--- config.mk ---
export PLATFORM = sky130hd
export DESIGN_NAME = cs_cycle_term
export DESIGN_NICKNAME = d
export VERILOG_FILES = /design/src/rtl/cst_pkg.sv /design/src/rtl/cst_attr_reg.sv /design/src/rtl/cst_wait_timer.sv /design/src/rtl/cst_ack_sampler.sv /design/src/rtl/cs_cycle_term.sv
export SDC_FILE = /design/constraint.sdc
export NUM_CORES = 1
export LEC_CHECK = 0
export BUFFER_PORTS_ARGS = -buffer_cell sky130_fd_sc_hd__buf_2
export CAP_MARGIN = 20
export CORE_MARGIN = 1.5
export CORE_UTILIZATION = 23
export CTS_CLUSTER_SIZE = 28
export DETAILED_ROUTE_END_ITERATION = 10
export GPL_ROUTABILITY_DRIVEN = 0
export GPL_TIMING_DRIVEN = 0
export PLACE_DENSITY = 0.4
export REMOVE_ABC_BUFFERS = 1
export SLEW_MARGIN = 20
export SYNTH_ARGS = -nofsm -noshare
export SYNTH_HDL_FRONTEND = slang
export SYNTH_HIERARCHICAL = 1
export SYNTH_SLANG_ARGS = --single-unit
--- constraint.sdc ---
create_clock -name clk -period 2.35 [get_ports clk]
set_input_delay 0.5875 -clock clk [delete_from_list [all_inputs] [get_ports clk]]
set_output_delay 0.5875 -clock clk [all_outputs]
set_load 0.005 [all_outputs]
--- src/rtl/cst_pkg.sv ---
package cst_pkg;
  typedef enum logic [1:0] {ST_IDLE, ST_WAIT, ST_ACK} cst_state_t;

  localparam logic [1:0] CODE_W32 = 2'b00;
  localparam logic [1:0] CODE_W16 = 2'b01;
  localparam logic [1:0] CODE_W8  = 2'b10;
  localparam logic [1:0] CODE_EXT = 2'b11;

  // Active-low size acknowledge pattern for a port-width code.
  function automatic logic [1:0] size_ack_pattern(input logic [1:0] code);
    case (code)
      CODE_W32: size_ack_pattern = 2'b00;
      CODE_W16: size_ack_pattern = 2'b01;
      CODE_W8:  size_ack_pattern = 2'b10;
      default:  size_ack_pattern = 2'b11;
    endcase
  endfunction
endpackage

--- src/rtl/cst_attr_reg.sv ---
module cst_attr_reg #(
  parameter int unsigned WAIT_W = 4,
  parameter int unsigned BOOT_WAIT = 14,
  parameter logic [1:0] BOOT_CODE = 2'b00
) (
  input  logic              clk,
  input  logic              rst,
  input  logic              load,
  input  logic [1:0]        code_in,
  input  logic [WAIT_W-1:0] wait_in,
  output logic [1:0]        code_q,
  output logic [WAIT_W-1:0] wait_q
);
  localparam logic [WAIT_W-1:0] BOOT_WAIT_V = WAIT_W'(BOOT_WAIT);

  always_ff @(posedge clk) begin
    if (rst) begin
      code_q <= BOOT_CODE;
      wait_q <= BOOT_WAIT_V;
    end else if (load) begin
      code_q <= code_in;
      wait_q <= wait_in;
    end
  end

  // boot attributes right after reset
  a_r1_boot_attr: assert property (@(posedge clk)
    $fell(rst) |-> (wait_q == BOOT_WAIT_V && code_q == BOOT_CODE));
endmodule

--- src/rtl/cst_wait_timer.sv ---
module cst_wait_timer #(
  parameter int unsigned WAIT_W = 4
) (
  input  logic              clk,
  input  logic              rst,
  input  logic              load,
  input  logic [WAIT_W-1:0] load_val,
  input  logic              tick,
  output logic              expired
);
  logic [WAIT_W-1:0] cnt;

  always_ff @(posedge clk) begin
    if (rst) cnt <= '0;
    else if (load) cnt <= load_val;
    else if (tick && cnt != '0) cnt <= cnt - 1'b1;
  end

  assign expired = (cnt == '0);

  // every start reloads the counter
  a_r12_reload: assert property (@(posedge clk) disable iff (rst)
    load |=> cnt == $past(load_val));
  // one state per tick
  a_r2_count_down: assert property (@(posedge clk) disable iff (rst)
    (tick && !load && cnt != '0) |=> cnt == $past(cnt) - 1'b1);
endmodule

--- src/rtl/cst_ack_sampler.sv ---
module cst_ack_sampler #(
  parameter int unsigned LINES = 2
) (
  input  logic             clk,
  input  logic             rst,
  input  logic [LINES-1:0] ack_n_in,
  output logic             seen
);
  logic [LINES-1:0] smp_n;

  // Size acknowledge lines are captured on the falling edge.
  always_ff @(negedge clk) begin
    if (rst) smp_n <= '1;
    else smp_n <= ack_n_in;
  end

  assign seen = ~&smp_n;
endmodule

--- src/rtl/cs_cycle_term.sv ---
module cs_cycle_term
  import cst_pkg::*;
#(
  parameter int unsigned WAIT_W = 4,
  parameter int unsigned BOOT_WAIT = 14,
  parameter int unsigned SZ_LINES = 2
) (
  input  logic                clk,
  input  logic                rst,
  input  logic                cfg_load,
  input  logic [1:0]          cfg_code,
  input  logic [WAIT_W-1:0]   cfg_wait,
  input  logic                alt_bus,
  input  logic                cyc_start,
  input  logic                cs_act,
  input  logic [SZ_LINES-1:0] ext_sz_ack_n,
  input  logic                ext_xfer_ack_n,
  output logic [SZ_LINES-1:0] sz_ack_n,
  output logic                sz_ack_oe,
  output logic                xfer_ack_n,
  output logic                xfer_ack_oe,
  output logic                done
);
  localparam logic [SZ_LINES-1:0] SZ_IDLE = '1;

  cst_state_t        state;
  logic [1:0]        attr_code, cyc_code;
  logic [WAIT_W-1:0] attr_wait;
  logic              cyc_alt;
  logic              cnt_load, cnt_tick, cnt_expired;
  logic              sz_seen, ext_hit, ext_mode;

  cst_attr_reg #(.WAIT_W(WAIT_W), .BOOT_WAIT(BOOT_WAIT), .BOOT_CODE(CODE_W32)) u_attr (
    .clk(clk), .rst(rst), .load(cfg_load), .code_in(cfg_code), .wait_in(cfg_wait),
    .code_q(attr_code), .wait_q(attr_wait));

  cst_wait_timer #(.WAIT_W(WAIT_W)) u_timer (
    .clk(clk), .rst(rst), .load(cnt_load), .load_val(attr_wait),
    .tick(cnt_tick), .expired(cnt_expired));

  cst_ack_sampler #(.LINES(SZ_LINES)) u_smp (
    .clk(clk), .rst(rst), .ack_n_in(ext_sz_ack_n), .seen(sz_seen));

  assign cnt_load = (state == ST_IDLE) && cyc_start && cs_act;
  assign cnt_tick = (state == ST_WAIT);
  assign ext_mode = (cyc_code == CODE_EXT);
  // Transfer acknowledge is taken at the rising edge itself, so a pulse
  // released before the cycle began can never count.
  assign ext_hit  = cyc_alt ? !ext_xfer_ack_n : sz_seen;

  always_ff @(posedge clk) begin
    if (rst) begin
      state       <= ST_IDLE;
      cyc_code    <= CODE_W32;
      cyc_alt     <= 1'b0;
      sz_ack_n    <= SZ_IDLE;
      sz_ack_oe   <= 1'b0;
      xfer_ack_n  <= 1'b1;
      xfer_ack_oe <= 1'b0;
      done        <= 1'b0;
    end else begin
      done <= 1'b0;
      case (state)
        ST_IDLE: begin
          if (cnt_load) begin
            state    <= ST_WAIT;
            cyc_code <= attr_code;
            cyc_alt  <= alt_bus;
          end
        end
        ST_WAIT: begin
          if (!cs_act) begin
            state <= ST_IDLE;
          end else if (ext_hit) begin
            state <= ST_ACK;
            done  <= 1'b1;
          end else if (!ext_mode && cnt_expired) begin
            state <= ST_ACK;
            done  <= 1'b1;
            if (cyc_alt) begin
              xfer_ack_n  <= 1'b0;
              xfer_ack_oe <= 1'b1;
            end else begin
              sz_ack_n  <= size_ack_pattern(cyc_code);
              sz_ack_oe <= 1'b1;
            end
          end
        end
        ST_ACK: begin
          if (!cs_act) begin
            state       <= ST_IDLE;
            sz_ack_n    <= SZ_IDLE;
            sz_ack_oe   <= 1'b0;
            xfer_ack_n  <= 1'b1;
            xfer_ack_oe <= 1'b0;
          end
        end
        default: state <= ST_IDLE;
      endcase
    end
  end

  // external-response code never drives
  a_r4_ext_no_drive: assert property (@(posedge clk) disable iff (rst)
    (state == ST_ACK && cyc_code == CODE_EXT) |-> (!sz_ack_oe && !xfer_ack_oe));
  // only one acknowledge bus is driven
  a_r5_single_bus: assert property (@(posedge clk) disable iff (rst)
    !(sz_ack_oe && xfer_ack_oe));
  // a driven size pair is never the idle pattern
  a_r3_size_valid: assert property (@(posedge clk) disable iff (rst)
    sz_ack_oe |-> (sz_ack_n != SZ_IDLE));
  // done lasts one clock
  a_r10_done_pulse: assert property (@(posedge clk) disable iff (rst)
    done |=> !done);
  // drivers released once chip-select is low
  a_r10_release: assert property (@(posedge clk) disable iff (rst)
    !cs_act |=> (!sz_ack_oe && !xfer_ack_oe));
  // abort gives no done
  a_r11_abort: assert property (@(posedge clk) disable iff (rst)
    (state == ST_WAIT && !cs_act) |=> !done);
endmodule

==> results of run 1 <==
## critical path, delay by kind of cell (launching register included)
kind | cells | cell delay [ns]
AND/OR/NAND/NOR | 4 | 0.56
flip-flops | 1 | 0.31
multiplexers | 1 | 0.08
## report_power, final
part           internal (mW)  leakage (nW)  total [mW]  switching [mW]
sequential             0.412         0.189       0.426          0.0146
clock                  0.232        0.0464       0.376           0.144
combinational         0.0619         0.285       0.128          0.0663
total                  0.706         0.520       0.930           0.225
## cell usage in the layout (no fill, tap or decap), drive strengths merged, types with 2 or more instances in the layout
master  count
and3b       2
nor2b       4
buf        20
clkbuf      3
a211o       3
dfxtp      23
a31oi       3
nor4b       2
nand2       5
or2         2
nor3b       2
mux2i       9
nand2b      4
inv         8
nor3        5
o21a        2
nor2       15
o21ai       2
a311oi      2
## cells by family (layout without fill, tap and decap cells)
group,count (synthesis),in the layout,share of synthesized area
adders and majority gates,1,1,0.01174
muxes,9,9,0.08451
AOI/OAI and AO/OA,18,18,0.1608
buffers and inverters,10,32,0.04342
and+or+nand+nor,45,45,0.2676
DFF,23,23,0.4319
## metrics by stage
step,instances,utilization,cell area (um^2)
2_1_floorplan,103,-,1046
3_3_place_gp,175,0.2744,1211
3_5_place_dp,175,0.2744,1211
4_1_cts,180,0.2914,1286
5_1_grt,180,0.2956,1305
6_report,180,0.2956,1305
## timing repair
item / in CTS / in global routing
endpoints found under the setup margin: 0 / 4
gates resized for setup: 0 / 5
setup buffers: 0 / 0
hold endpoints to repair: 0 / 0
## registers in the layout (all words and copies together), names as in the netlist
signal	flops
u_attr/wait_q	4
xfer_ack_n	1
done	1
sz_ack_oe	1
xfer_ack_oe	1
u_smp/smp_n	2
cyc_code	2
state	2
sz_ack_n	2
u_attr/code_q	2
u_timer/cnt	4
cyc_alt	1
## routing by layer
metal,wire length (um),vias up,GRT usage
met2,1015,12,0.1454
met1,1003,384,0.1112
li1,-,418,-
met4,43,0,0.05660
met3,47,4,0.01282
met5,0,-,0
## final cells by class
class | instances | area [um^2]
inverter | 6 | 22.52
sequential | 23 | 461.7
multi-input combinational | 73 | 576.8
clock inverter | 3 | 37.54
tap | 52 | 65.06
timing repair buffer | 20 | 100.1
clock buffer | 3 | 41.29
fill | 470 | 3109
## worst max-delay path by stage
stage,start,end,depth (start not counted)
after global placement,rst,u_smp/smp_n[1]$_SDFF_NP1_,2
after detailed placement,rst,u_smp/smp_n[1]$_SDFF_NP1_,2
after floorplan,u_smp/smp_n[0]$_SDFF_NP1_,sz_ack_oe$_SDFFE_PP0P_,5
final,u_smp/smp_n[0]$_SDFF_NP1_,state[0]$_SDFFE_PP0P_,5
after global routing,u_smp/smp_n[0]$_SDFF_NP1_,state[0]$_SDFFE_PP0P_,5
after CTS,u_smp/smp_n[1]$_SDFF_NP1_,state[0]$_SDFFE_PP0P_,5
==> out/metrics.cfg, run 1 <==
[clock_network]
cts_tree = done
ctsLongestPathBuffers = 2
htree_levels = 1
root_buffer = clkbuf_8
cts_num_sinks = 23
cts.clk_slew.worst_paths_ns = 0.09
numCtsBuffers = 3
worstSkewPairLatency_ns = 0.33
cts_hold_buffers = 0

[timing]
rsz0062_at_grt = no
hold_violations = 0
tns_ns = 0
setup_viol = 0
slew_viol_final = 0
timing.hold.ws_ns = 0.4767
fin_skew_ns = 0.06804
max_slew_margin = 0.6750
setup_slack_ns = 0.09664
tightest_slew_ns = 0.4875

[worst_setup_path]
cp-end-kind = flop
path_cells = nand2_2, nand2b_4, and3b_2, mux2i_1, nor3b_1
critPathLaunchType = flop
r2r_start = u_smp/smp_n[0]$_SDFF_NP1_
cp.arrival_ns = 2.45
reg2reg_slack_ns = 0.1
crit_fanout = 3
required_ns = 2.55
crit_type = reg2reg
r2r_cells = 5
cp_slowest_cell = dfxtp_1
slowest_delay_ns = 0.31
r2r-end = state[0]$_SDFFE_PP0P_

[synthesis]
synth-seq-cells = 23
syn-cell-area_um2 = 1066
synth_area_leader_cell = dfxtp_1
synth_warnings = 6
synth_area_leaders = dfxtp_1 (43%), mux2i_1 (8.5%), nor2_1 (4.9%)
synth_edf_count = 0
synthFlopType = dfxtp_1
synth_commonest_cells = dfxtp_1 (23), nor2_1 (14), mux2i_1 (9)
post_synth_num_cell_types = 38
synthArstFlopShare = 0
yosysSeqAreaShare = 0.4319
synth_most_common_cell = dfxtp_1
avgSynthCellArea_um2 = 10.06
yosysTopAreaCellShare = 0.4319
synth_cells = 106

[global_route]
grt_pass1_vias = 753
grt_start_max_net_pins = 26
grt-ovfl-total = 0
antenna_found_initial = 0
track_usage = 0.08957
grt_pass1_wl_um = 3463

[floorplan]
fp.dieW_um = 71.08
core_area_um2 = 4414
start_util = 0.2415
die-area_um2 = 5052
io_pins = 21
fp.dieH_um = 71.08
rows = 24

[detailed_routing]
drc = 0
drtIter0Drc = 29
vias = 818
drt-pass1-iter-count = 4
wire_per_inst_um = 11.72
ant_nets = 0
viasPerCell = 4.544
finalWirelength_um = 2109

[placement]
place_ws_ns = -0.09185
io_buffers = 20
dp.final_hpwl_um = 1538

[worst_hold_path]
hp-class = reg2reg
min_path_cells = 1
whs_endpoint = sz_ack_oe$_SDFFE_PP0P_
min-delay-start = sz_ack_oe$_SDFFE_PP0P_

[power]
power.density_nw_per_um2 = 713.0
p_total_mw = 0.9305
ir_drop_mv = 0.1855
leakagePower_nw = 0.5196

[job]
cap_viol_max_count = 0

[cells_and_area]
final_nets = 145
n_antenna_cell = 0
layout-drive-gt1-share = 0.3125
area_growth_syn_to_layout_pct = 22.42

[outcome]
status = completed

(Power assumes the default switching activity.)
==> run 2: changes to the inputs <==
--- a/config.mk
+++ b/config.mk
@@ -5,15 +5,15 @@
 export SDC_FILE = /design/constraint.sdc
 export NUM_CORES = 1
 export LEC_CHECK = 0
-export BUFFER_PORTS_ARGS = -buffer_cell sky130_fd_sc_hd__buf_2
 export CAP_MARGIN = 20
 export CORE_MARGIN = 1.5
 export CORE_UTILIZATION = 23
 export CTS_CLUSTER_SIZE = 28
 export DETAILED_ROUTE_END_ITERATION = 10
+export DONT_BUFFER_PORTS = 1
 export GPL_ROUTABILITY_DRIVEN = 0
 export GPL_TIMING_DRIVEN = 0
-export PLACE_DENSITY = 0.4
+export PLACE_DENSITY = 0.36
 export REMOVE_ABC_BUFFERS = 1
 export SLEW_MARGIN = 20
 export SYNTH_ARGS = -nofsm -noshare
==> run 2 against run 1 <==
- register-to-register slack lost 0.03 ns
- worst hold slack worse by 0.10 ns
- count of clock-buffer cells in the layout unchanged
- core utilization is 2.7 points lower
- setup slack lost 0.025 ns
- critical path type unchanged
==> out/metrics.cfg, run 2 (synthesized netlist as in run 1, its figures left out) <==
[floorplan]
rows = 24  ; unchanged
fp.dieW_um = 71.08  ; unchanged
fp.dieH_um = 71.08  ; unchanged
die-area_um2 = 5052  ; unchanged
core_area_um2 = 4414  ; unchanged
start_util = 0.2415  ; unchanged
io_pins = 21  ; unchanged

[detailed_routing]
drt-pass1-iter-count = 4  ; unchanged
finalWirelength_um = 2112  ; +0.14%
met3WireLength_um = 106  ; +130%
ant_nets = 0  ; unchanged
vias = 749  ; -8.4%
dr_wl_met2_um = 908  ; -11%
drtIter0Drc = 11  ; -62%
drt-met1-wl_um = 1020  ; +1.7%
viasPerCell = 4.681  ; +3.0%
drc = 0  ; unchanged
top_layer_used = met4
wire_per_inst_um = 13.20  ; +13%

[clock_network]
worstSkewPairLatency_ns = 0.32  ; about the same
cts_tree = done
htree_levels = 1  ; unchanged
ctsLongestPathBuffers = 2  ; unchanged
cts.clk_slew.worst_paths_ns = 0.09  ; about the same
cts_num_sinks = 23  ; unchanged
root_buffer = clkbuf_8
cts_hold_buffers = 0  ; unchanged
numCtsBuffers = 3  ; unchanged

[cells_and_area]
n_fill_cell = 466  ; -0.85%
final_cell_mix = dfxtp_1 (22), nor2_1 (14), mux2i_1 (9)
stdcell_count = 160  ; -11%
n_antenna_cell = 0  ; unchanged
layout-drive-gt1-share = 0.1944  ; -0.1181
reg_top3 = u_attr/wait_q x4, u_timer/cnt x4
final_nets = 125  ; -14%
final_common_cell = dfxtp_1
area_growth_syn_to_layout_pct = 11.39

[timing]
tns_ns = 0  ; unchanged
setup_viol = 0  ; unchanged
hold_violations = 0  ; unchanged
fin_skew_ns = 0.06195  ; -0.006089 ns
tightest_slew_ns = 0.4209  ; -0.06656 ns
max_slew_margin = 0.7194  ; +0.04437
slew_viol_final = 0  ; unchanged

[worst_setup_path]
r2r_start = u_smp/smp_n[1]$_SDFF_NP1_
r2r-end = state[0]$_SDFFE_PP0P_
cp-end-kind = flop
r2r_cells = 5  ; unchanged
required_ns = 2.51  ; -0.04 ns
cp.arrival_ns = 2.44  ; about the same
critPathLaunchType = flop
reg2reg_slack_ns = 0.07  ; -0.03 ns
crit_type = reg2reg
crit_fanout = 3  ; unchanged
startpoint = u_smp/smp_n[1]$_SDFF_NP1_

[job]
cap_viol_max_count = 0  ; unchanged

[placement]
io_buffers = 0  ; -100%
placed_cells = 155  ; -11%
dp.final_hpwl_um = 1519  ; -1.2%

[global_route]
track_usage = 0.09365  ; +0.004083
antenna_found_initial = 0  ; unchanged
grt_start_max_net_pins = 26  ; unchanged
grt_pass1_wl_um = 3622  ; +4.6%
grt_pass1_vias = 757  ; +0.53%
grt-ovfl-total = 0  ; unchanged

[worst_hold_path]
min-delay-start = rst
min_path_cells = 1  ; unchanged
hp-class = in2reg
whs_endpoint = u_timer/cnt[3]$_SDFFE_PP0P_

[power]
p_int_mw = 0.5858  ; -17%
sw_frac_of_total = 0.2608  ; +0.01914
ir_drop_mv = 0.2183  ; +18%
seqPwrFrac = 0.539  ; +0.081
p_switching_mw = 0.2067  ; -8.1%
power.share.clock = 0.327  ; -0.077
leakagePower_nw = 0.4319  ; -17%
power.density_nw_per_um2 = 667.4  ; -6.4%
comb_power_share = 0.133  ; -0.005

[outcome]
status = completed

-- run 2: how the worst max path moves through the flow --
| stage | to | slack [ns] | cells past startpoint |
|---|---|---|---|
| floorplan | sz_ack_oe$_SDFFE_PP0P_ | 0.19 | 5 |
| global placement | done$_SDFF_PP0_ | 0.11 | 4 |
| detailed placement | state[0]$_SDFFE_PP0P_ | 0.10 | 5 |
| CTS | state[0]$_SDFFE_PP0P_ | 0.04 | 5 |
| global route | state[0]$_SDFFE_PP0P_ | -0.02 | 5 |
| finish | state[0]$_SDFFE_PP0P_ | 0.07 | 5 |
-- run 2: cell type report --
type | count | area (um^2) | share of cell area
Multi-Input combinational cell | 73 | 585.6 | 0.4932
Tap cell | 52 | 65.06 | 0.05479
Clock buffer | 3 | 41.29 | 0.03477
Inverter | 6 | 22.52 | 0.01897
Clock inverter | 3 | 11.26 | 0.009484
Sequential cell | 23 | 461.7 | 0.3888
-- run 2: worst max-delay path, cell delays in order, from the launching register on --
cell      delay, ns
dfxtp_1        0.29
nand2_2        0.09
nand2b_4       0.06
and3b_2        0.23
mux2i_1        0.19
nor3b_2        0.07
-- run 2: timing repair --
item / 4_1_cts / 5_1_grt
gates resized for setup: 0 / 7
buffers inserted: 0 / 0
setup endpoints to repair: 0 / 6
-- run 2: power by group through the flow --
stage,combinational [mW],sequential (mW),clock (mW)
after floorplan,0.0864,0.432,0.00800
after detailed placement,0.101,0.436,0.00800
after CTS,0.101,0.427,0.275
final,0.106,0.427,0.259
after global placement,0.0986,0.436,0.00800
after global routing,0.119,0.431,0.291
-- run 2: per-layer routing --
metal,vias up,GRT usage
met5,-,0
met4,0,0.06289
met3,7,0.02849
met2,18,0.1371
met1,344,0.1180
li1,380,-
-- run 2: metrics by stage --
stage / hold WS (ns) / power [mW] / worst slack, ns / util / instance area, um^2
5_1_grt: 0.3645 / 0.8415 / -0.01649 / 0.2690 / 1187
2_1_floorplan: 0.4518 / 0.5264 / 0.1943 / - / 1046
3_5_place_dp: 0.4713 / 0.5453 / 0.1037 / 0.2517 / 1111
6_report: 0.3764 / 0.7925 / 0.07125 / 0.2690 / 1187
4_1_cts: 0.3694 / 0.8040 / 0.03612 / 0.2628 / 1160
3_3_place_gp: 0.4779 / 0.5424 / 0.1089 / 0.2517 / 1111
